$ cat config.mk
export PLATFORM = sky130hd
export DESIGN_NAME = can_txmb_arbiter
export DESIGN_NICKNAME = d
export VERILOG_FILES = /design/src/rtl/can_txmb_pkg.sv /design/src/rtl/can_txmb_slot.sv /design/src/rtl/can_txmb_pick.sv /design/src/rtl/can_txmb_arbiter.sv
export SDC_FILE = /design/constraint.sdc
export NUM_CORES = 1
export LEC_CHECK = 0
export BUFFER_PORTS_ARGS = -buffer_cell sky130_fd_sc_hd__clkbuf_2
export CELL_PAD_IN_SITES_DETAIL_PLACEMENT = 0
export CELL_PAD_IN_SITES_GLOBAL_PLACEMENT = 1
export CORE_ASPECT_RATIO = 1.4
export CORE_MARGIN = 3
export CORE_UTILIZATION = 40
export DETAILED_ROUTE_END_ITERATION = 6
export HOLD_SLACK_MARGIN = 0.02
export PLACE_DENSITY_LB_ADDON = 0.1
export SYNTH_ARGS = -nofsm -noshare
export SYNTH_HDL_FRONTEND = slang
export SYNTH_SLANG_ARGS = --single-unit
$ cat constraint.sdc
create_clock -name clk -period 10.3 [get_ports clk]
set_input_delay 2.06 -clock clk [delete_from_list [all_inputs] [get_ports clk]]
set_output_delay 2.06 -clock clk [all_outputs]
set_load 0.005 [all_outputs]
$ cat src/rtl/can_txmb_pkg.sv
package can_txmb_pkg;

    localparam int PRIO_W  = 4;
    localparam int ID_W    = 29;
    localparam int DLC_W   = 4;
    localparam int MODE_W  = 3;

    // host word selects
    localparam logic [2:0] SEL_MODE = 3'd0;
    localparam logic [2:0] SEL_ID   = 3'd1;
    localparam logic [2:0] SEL_DLO  = 3'd2;
    localparam logic [2:0] SEL_DHI  = 3'd3;
    localparam logic [2:0] SEL_CTRL = 3'd4;

    // mode values
    localparam logic [MODE_W-1:0] MODE_OFF = 3'd0;
    localparam logic [MODE_W-1:0] MODE_TX  = 3'd3;

    // field positions
    localparam int MODE_LSB = 24;
    localparam int PRIO_LSB = 16;
    localparam int ID_EXT   = 29;
    localparam int CTRL_GO  = 23;
    localparam int CTRL_RTR = 20;
    localparam int DLC_LSB  = 16;

    typedef struct packed {
        logic [ID_W-1:0]  ident;
        logic             ext;
        logic             rtr;
        logic [DLC_W-1:0] dlc;
        logic [63:0]      data;
    } txmb_frame_t;

endpackage

$ cat src/rtl/can_txmb_slot.sv
module can_txmb_slot
    import can_txmb_pkg::*;
(
    input  logic              clk,
    input  logic              rst_n,
    input  logic              wr_en,
    input  logic [2:0]        wr_sel,
    input  logic [31:0]       wr_data,
    input  logic              lock,
    input  logic              fin_done,
    input  logic              fin_abort,
    output logic              pending,
    output logic [PRIO_W-1:0] prio,
    output txmb_frame_t       frame,
    output logic              rdy,
    output logic              abt,
    output logic              irq
);

    typedef struct packed {
        logic [MODE_W-1:0] mode;
        logic [PRIO_W-1:0] prio;
        txmb_frame_t       frm;
        logic              req;
        logic              abt;
        logic              irq;
    } slot_t;

    slot_t slot_q, slot_d;

    always_comb begin
        slot_d = slot_q;
        if (wr_en && !lock) begin
            case (wr_sel)
                SEL_MODE: begin
                    slot_d.mode = wr_data[MODE_LSB +: MODE_W];
                    slot_d.prio = wr_data[PRIO_LSB +: PRIO_W];
                end
                SEL_ID: begin
                    if (slot_q.mode == MODE_OFF) begin
                        slot_d.frm.ident = wr_data[ID_W-1:0];
                        slot_d.frm.ext   = wr_data[ID_EXT];
                    end
                end
                SEL_DLO: slot_d.frm.data[31:0]  = wr_data;
                SEL_DHI: slot_d.frm.data[63:32] = wr_data;
                SEL_CTRL: begin
                    slot_d.irq = 1'b0;
                    if (wr_data[CTRL_GO]) begin
                        slot_d.req     = 1'b1;
                        slot_d.abt     = 1'b0;
                        slot_d.frm.dlc = wr_data[DLC_LSB +: DLC_W];
                        slot_d.frm.rtr = wr_data[CTRL_RTR];
                    end
                end
                default: ;
            endcase
        end
        if (fin_done || fin_abort) begin
            slot_d.req = 1'b0;
            slot_d.abt = fin_abort;
            slot_d.irq = 1'b1;
        end
    end

    always_ff @(posedge clk) begin
        if (!rst_n) slot_q <= '0;
        else        slot_q <= slot_d;
    end

    assign pending = slot_q.req && (slot_q.mode == MODE_TX);
    assign prio    = slot_q.prio;
    assign frame   = slot_q.frm;
    assign rdy     = ~slot_q.req;
    assign abt     = slot_q.abt;
    assign irq     = slot_q.irq;

    AST_ID_LOCKED: assert property (@(posedge clk) disable iff (!rst_n)
        (wr_en && wr_sel == SEL_ID && slot_q.mode != MODE_OFF) |=> $stable(frame.ident));
    AST_FIN_IRQ: assert property (@(posedge clk) disable iff (!rst_n)
        (fin_done || fin_abort) |=> (irq && rdy));
    AST_ABORT_FLAG: assert property (@(posedge clk) disable iff (!rst_n)
        fin_abort |=> abt);
    AST_LOCK_HOLD: assert property (@(posedge clk) disable iff (!rst_n)
        lock |=> $stable(frame));

endmodule

$ cat src/rtl/can_txmb_pick.sv
module can_txmb_pick
    import can_txmb_pkg::*;
#(
    parameter int NUM_MB = 4,
    parameter int IDX_W  = 2
) (
    input  logic [NUM_MB-1:0]             pend,
    input  logic [NUM_MB-1:0][PRIO_W-1:0] prio,
    output logic                          any,
    output logic [IDX_W-1:0]              best
);

    logic [PRIO_W-1:0] best_p;

    // ascending scan with strict compare keeps the lowest index on ties
    always_comb begin
        any    = 1'b0;
        best   = '0;
        best_p = '1;
        for (int i = 0; i < NUM_MB; i++) begin
            if (pend[i] && (!any || prio[i] < best_p)) begin
                any    = 1'b1;
                best   = IDX_W'(i);
                best_p = prio[i];
            end
        end
    end

endmodule

$ cat src/rtl/can_txmb_arbiter.sv
module can_txmb_arbiter
    import can_txmb_pkg::*;
#(
    parameter  int NUM_MB = 4,
    localparam int IDX_W  = (NUM_MB > 1) ? $clog2(NUM_MB) : 1
) (
    input  logic              clk,
    input  logic              rst_n,
    input  logic              host_wr,
    input  logic [IDX_W-1:0]  host_mb,
    input  logic [2:0]        host_sel,
    input  logic [31:0]       host_wdata,
    output logic              tx_valid,
    input  logic              tx_ready,
    output logic [IDX_W-1:0]  tx_mb,
    output logic [ID_W-1:0]   tx_id,
    output logic              tx_ext,
    output logic              tx_rtr,
    output logic [DLC_W-1:0]  tx_dlc,
    output logic [63:0]       tx_data,
    input  logic              res_done,
    input  logic              res_abort,
    output logic [NUM_MB-1:0] mb_ready,
    output logic [NUM_MB-1:0] mb_abort,
    output logic [NUM_MB-1:0] mb_irq
);

    typedef struct packed {
        logic             valid;
        logic             busy;
        logic [IDX_W-1:0] sel;
    } arb_t;

    arb_t arb_q, arb_d;

    logic [NUM_MB-1:0]             pend_w;
    logic [NUM_MB-1:0][PRIO_W-1:0] prio_w;
    logic [NUM_MB-1:0]             hit_w;
    logic [NUM_MB-1:0]             lock_w;
    logic [NUM_MB-1:0]             fin_d_w;
    logic [NUM_MB-1:0]             fin_a_w;
    txmb_frame_t                   frame_w [NUM_MB];
    logic                          any_w;
    logic [IDX_W-1:0]              best_w;
    logic                          accept_w;
    logic                          result_w;
    txmb_frame_t                   cur_w;

    assign accept_w = arb_q.valid && tx_ready;
    assign result_w = res_done || res_abort;

    for (genvar g = 0; g < NUM_MB; g++) begin : g_slot
        logic is_sel;
        assign is_sel     = (arb_q.sel == IDX_W'(g));
        assign hit_w[g]   = host_wr && (host_mb == IDX_W'(g));
        assign lock_w[g]  = is_sel && (arb_q.busy || accept_w);
        assign fin_d_w[g] = is_sel && arb_q.busy && res_done && !res_abort;
        assign fin_a_w[g] = is_sel && arb_q.busy && res_abort;

        can_txmb_slot u_slot (
            .clk       (clk),
            .rst_n     (rst_n),
            .wr_en     (hit_w[g]),
            .wr_sel    (host_sel),
            .wr_data   (host_wdata),
            .lock      (lock_w[g]),
            .fin_done  (fin_d_w[g]),
            .fin_abort (fin_a_w[g]),
            .pending   (pend_w[g]),
            .prio      (prio_w[g]),
            .frame     (frame_w[g]),
            .rdy       (mb_ready[g]),
            .abt       (mb_abort[g]),
            .irq       (mb_irq[g])
        );
    end

    can_txmb_pick #(
        .NUM_MB (NUM_MB),
        .IDX_W  (IDX_W)
    ) u_pick (
        .pend (pend_w),
        .prio (prio_w),
        .any  (any_w),
        .best (best_w)
    );

    always_comb begin
        arb_d = arb_q;
        if (arb_q.busy) begin
            if (result_w) begin
                arb_d.busy  = 1'b0;
                arb_d.valid = 1'b0;
            end
        end else if (accept_w) begin
            arb_d.busy  = 1'b1;
            arb_d.valid = 1'b0;
        end else begin
            arb_d.valid = any_w;
            if (any_w) arb_d.sel = best_w;
        end
    end

    always_ff @(posedge clk) begin
        if (!rst_n) arb_q <= '0;
        else        arb_q <= arb_d;
    end

    assign cur_w    = frame_w[arb_q.sel];
    assign tx_valid = arb_q.valid;
    assign tx_mb    = arb_q.sel;
    assign tx_id    = cur_w.ident;
    assign tx_ext   = cur_w.ext;
    assign tx_rtr   = cur_w.rtr;
    assign tx_dlc   = cur_w.dlc;
    assign tx_data  = cur_w.data;

    AST_BUSY_NO_VALID: assert property (@(posedge clk) disable iff (!rst_n)
        arb_q.busy |-> !tx_valid);
    AST_SEL_FROZEN: assert property (@(posedge clk) disable iff (!rst_n)
        (arb_q.busy && !result_w) |=> (arb_q.busy && $stable(tx_mb)));
    AST_IDLE_HOLD: assert property (@(posedge clk) disable iff (!rst_n)
        (!arb_q.busy && !accept_w && !any_w) |=> (!tx_valid && $stable(tx_mb)));
    AST_RES_IGNORED: assert property (@(posedge clk) disable iff (!rst_n)
        (!arb_q.busy && result_w && !host_wr) |=>
            ($stable(mb_irq) && $stable(mb_ready) && $stable(mb_abort)));

endmodule

==> flow_metrics.env <==
export IMPL_slew_viol_final=0
export IMPL_finalWirelength_um=62700
export IMPL_synth_nets=2223
export IMPL_core_area_um2=48300
export IMPL_synth_edf_count=0
export IMPL_tns_ns=0
export IMPL_cellPowerDensity_nw_per_um2=160
export IMPL_finClkSkew_ns=0.0111
export IMPL_postCtsHoldBufs=0
export IMPL_pwr_share_comb=0.040
export IMPL_period_share=0.550
export IMPL_slew_headroom=0.212
export IMPL_io_pin_count=157
export IMPL_async_flop_share=0
export IMPL_final_area_um2=22000
export IMPL_grt_remaining_overflow=0
export IMPL_grt_start_max_net_pins=248
export IMPL_synth_area_um2=19600
export IMPL_detail_route_wl_per_cell_um=21.9
export IMPL_place_ws_ns=5.09
export IMPL_avgSynthCellArea_um2=9.03
export IMPL_ys_types=58
export IMPL_antenna_found_initial=0
export IMPL_worst_slack_ns=4.63
export IMPL_seq_area_frac_synth=0.449
export IMPL_power_frac_seq=0.488
export IMPL_grt_pass1_wl_um=94800
export IMPL_synth_top_cells_by_count="nand2_1, dfxtp_1, a21boi_0, clkbuf_1, mux4_2"
export IMPL_io_buffers=156
export IMPL_synth_ff_type="dfxtp_1"
export IMPL_worst_slew_pin_slew_ns=1.18
export IMPL_die_area_um2=51800
export IMPL_cts_sinks=440
export IMPL_detail_route_antenna_nets=0
export IMPL_diodes=0
export IMPL_criticalPathCategory="flop to output port"
export IMPL_dp_hpwl_um=38300
export IMPL_cap_violations=0
export IMPL_drive_gt1_frac=0.173
export IMPL_clk_pin_slew_ns=0.06
export IMPL_clockRootBuffer="clkbuf_16"
export IMPL_insertion_delay_ns=0.56
export IMPL_path_max_fanout=45
export IMPL_multi_input_area_um2=9880
export IMPL_post_cts_buffers=0
export IMPL_fin_nets=2250
export IMPL_met2_usage=0.430
export IMPL_grt_use_total=0.241
export IMPL_outcome="completed"
export IMPL_cts_tree="built"
export IMPL_syn_to_final_growth_pct=12.4
export IMPL_hold_viol=0
export IMPL_dr_total_vias=15300
export IMPL_holdWs_ns=0.449
export IMPL_clkPwrFrac=0.471
export IMPL_power_leakage_uw=0.00741
export IMPL_cts_resized_gates=0
export IMPL_placed_cell_area_um2=20600
export IMPL_max_vdd_ir_drop_v=0.000111
export IMPL_grt_pass1_vias=15300
export IMPL_gr_usage_met3=0.0364
export IMPL_dr_first_iter_drc_count=933
export IMPL_critPathLaunchType="flop"
export IMPL_synth_warnings=0
export IMPL_internal_power_uw=2730
export IMPL_worst_ep_arrival_time_ns=3.61
export IMPL_met1_usage=0.296
export IMPL_cts_made_buffers=46
export IMPL_cp_data_required_time_ns=8.24
export IMPL_rsz0062_at_grt="false"
export IMPL_cts_buffer_depth=3
export IMPL_gp_congestion=0.819
export IMPL_rows=95
export IMPL_synth_most_common_cell="nand2_1"
export IMPL_synth_seq_cells=440
export IMPL_layout_area_seq_um2=8820
export IMPL_dr_pass1_iters=5
export IMPL_yosysTopAreaCell="dfxtp_1"
export IMPL_h_tree_depth=2
export IMPL_yosysTopAreaCellShare=0.449
export IMPL_die_h_um=268
export IMPL_fmax_ghz=0.176
export IMPL_vias_per_cell=5.36
export IMPL_yosys_top_cells_area="dfxtp_1, nand2_1, a21boi_0"
export IMPL_start_util=0.407
export IMPL_grt_busiest_layer="met2"
export IMPL_hold_class="flop to flop"
export IMPL_die_w_um=193
export IMPL_drc_errors=0
export IMPL_power_switching_uw=795
export IMPL_switching_share=0.226
export IMPL_setup_violations_final=0
export IMPL_fillerInstances=4741
export IMPL_layout_min_cycle_time_ns=5.67
export IMPL_syn_instance_count=2173
export IMPL_critPathCaptureType="output port"
flip-flops by register name, summed over array words and instances, names as in the netlist:
name	cells
g_slot.u_slot.frame	396
g_slot.u_slot.prio	16
g_slot.u_slot.slot_q	16
g_slot.u_slot.abt	4
g_slot.u_slot.irq	4
tx_mb	2
arb_q	1
tx_valid	1
worst paths after layout:
kind / startpoint / to / slack, ns / cells after the start
setup / recovery: tx_mb[0] / tx_data[39] / 4.63 / 4
hold / removal: g_slot[3].u_slot.frame[72] / g_slot[3].u_slot.frame[72] / 0.45 / 2
setup reg to reg: g_slot[0].u_slot.slot_q[106] / tx_mb[1] / 5.60 / 18
hold reg to reg: g_slot[3].u_slot.frame[72] / g_slot[3].u_slot.frame[72] / 0.45 / 2
cells in the final DEF, fill, tap and decap left out, types with 10 or more instances in the layout:
master,netlist,layout
clkbuf_8,0,15
clkbuf_16,0,47
nor2b_1,35,35
a21boi_0,362,362
nand2_1,800,800
a21boi_1,40,40
inv_1,10,10
mux4_2,99,99
buf_4,23,30
nand3_1,33,33
clkbuf_2,1,155
dfxtp_1,440,438
mux2i_1,31,31
nor3_1,10,10
layout make-up:
type | count | area share
well taps | 630 | 0.0358
clock buffers | 71 | 0.0642
repair buffers | 187 | 0.0470
inverters | 10 | 0.00170
multi-input cells | 1515 | 0.448
flip-flops and latches | 440 | 0.400
clock inverters | 8 | 0.00323
critical path, stage by stage (launching register included):
cell	delay [ns]
dfxtp_4	0.83
buf_4	0.89
buf_4	0.57
mux4_2	0.59
clkbuf_2	0.13
through the flow:
stage	cells	total power (uW)	utilization
2_1_floorplan	2173	1840	-
3_3_place_gp	2782	1900	0.426
3_5_place_dp	2782	1900	0.426
4_1_cts	2861	3560	0.457
5_1_grt	2861	3630	0.457
6_report	2861	3520	0.457
per-layer routing:
layer	up-vias	share of wire
met3	103	0.045
met5	-	0
met1	7533	0.42
li1	7336	-
met2	353	0.51
met4	0	0.031
power by group through the flow:
stage / Clock [uW] / Sequential (uW) / Combinational [uW]
after floorplan: 0 / 1760 / 88.2
after global placement: 0 / 1760 / 142
after detailed placement: 0 / 1760 / 142
after CTS: 1700 / 1720 / 143
after global routing: 1760 / 1720 / 152
final: 1660 / 1720 / 142
cells by family (layout without fill, tap and decap cells):
kind of cell,after synthesis,count (layout),synth area share
AND/OR/NAND/NOR,929,929,0.193
AO/OA/AOI/OAI,445,445,0.171
flip-flops,440,440,0.449
buffers and inverters,218,276,0.0499
multiplexers,133,133,0.132
adder cells (fa/ha/maj),7,7,0.00446
XOR/XNOR,1,1,0.000446
(Power assumes the default switching activity.)
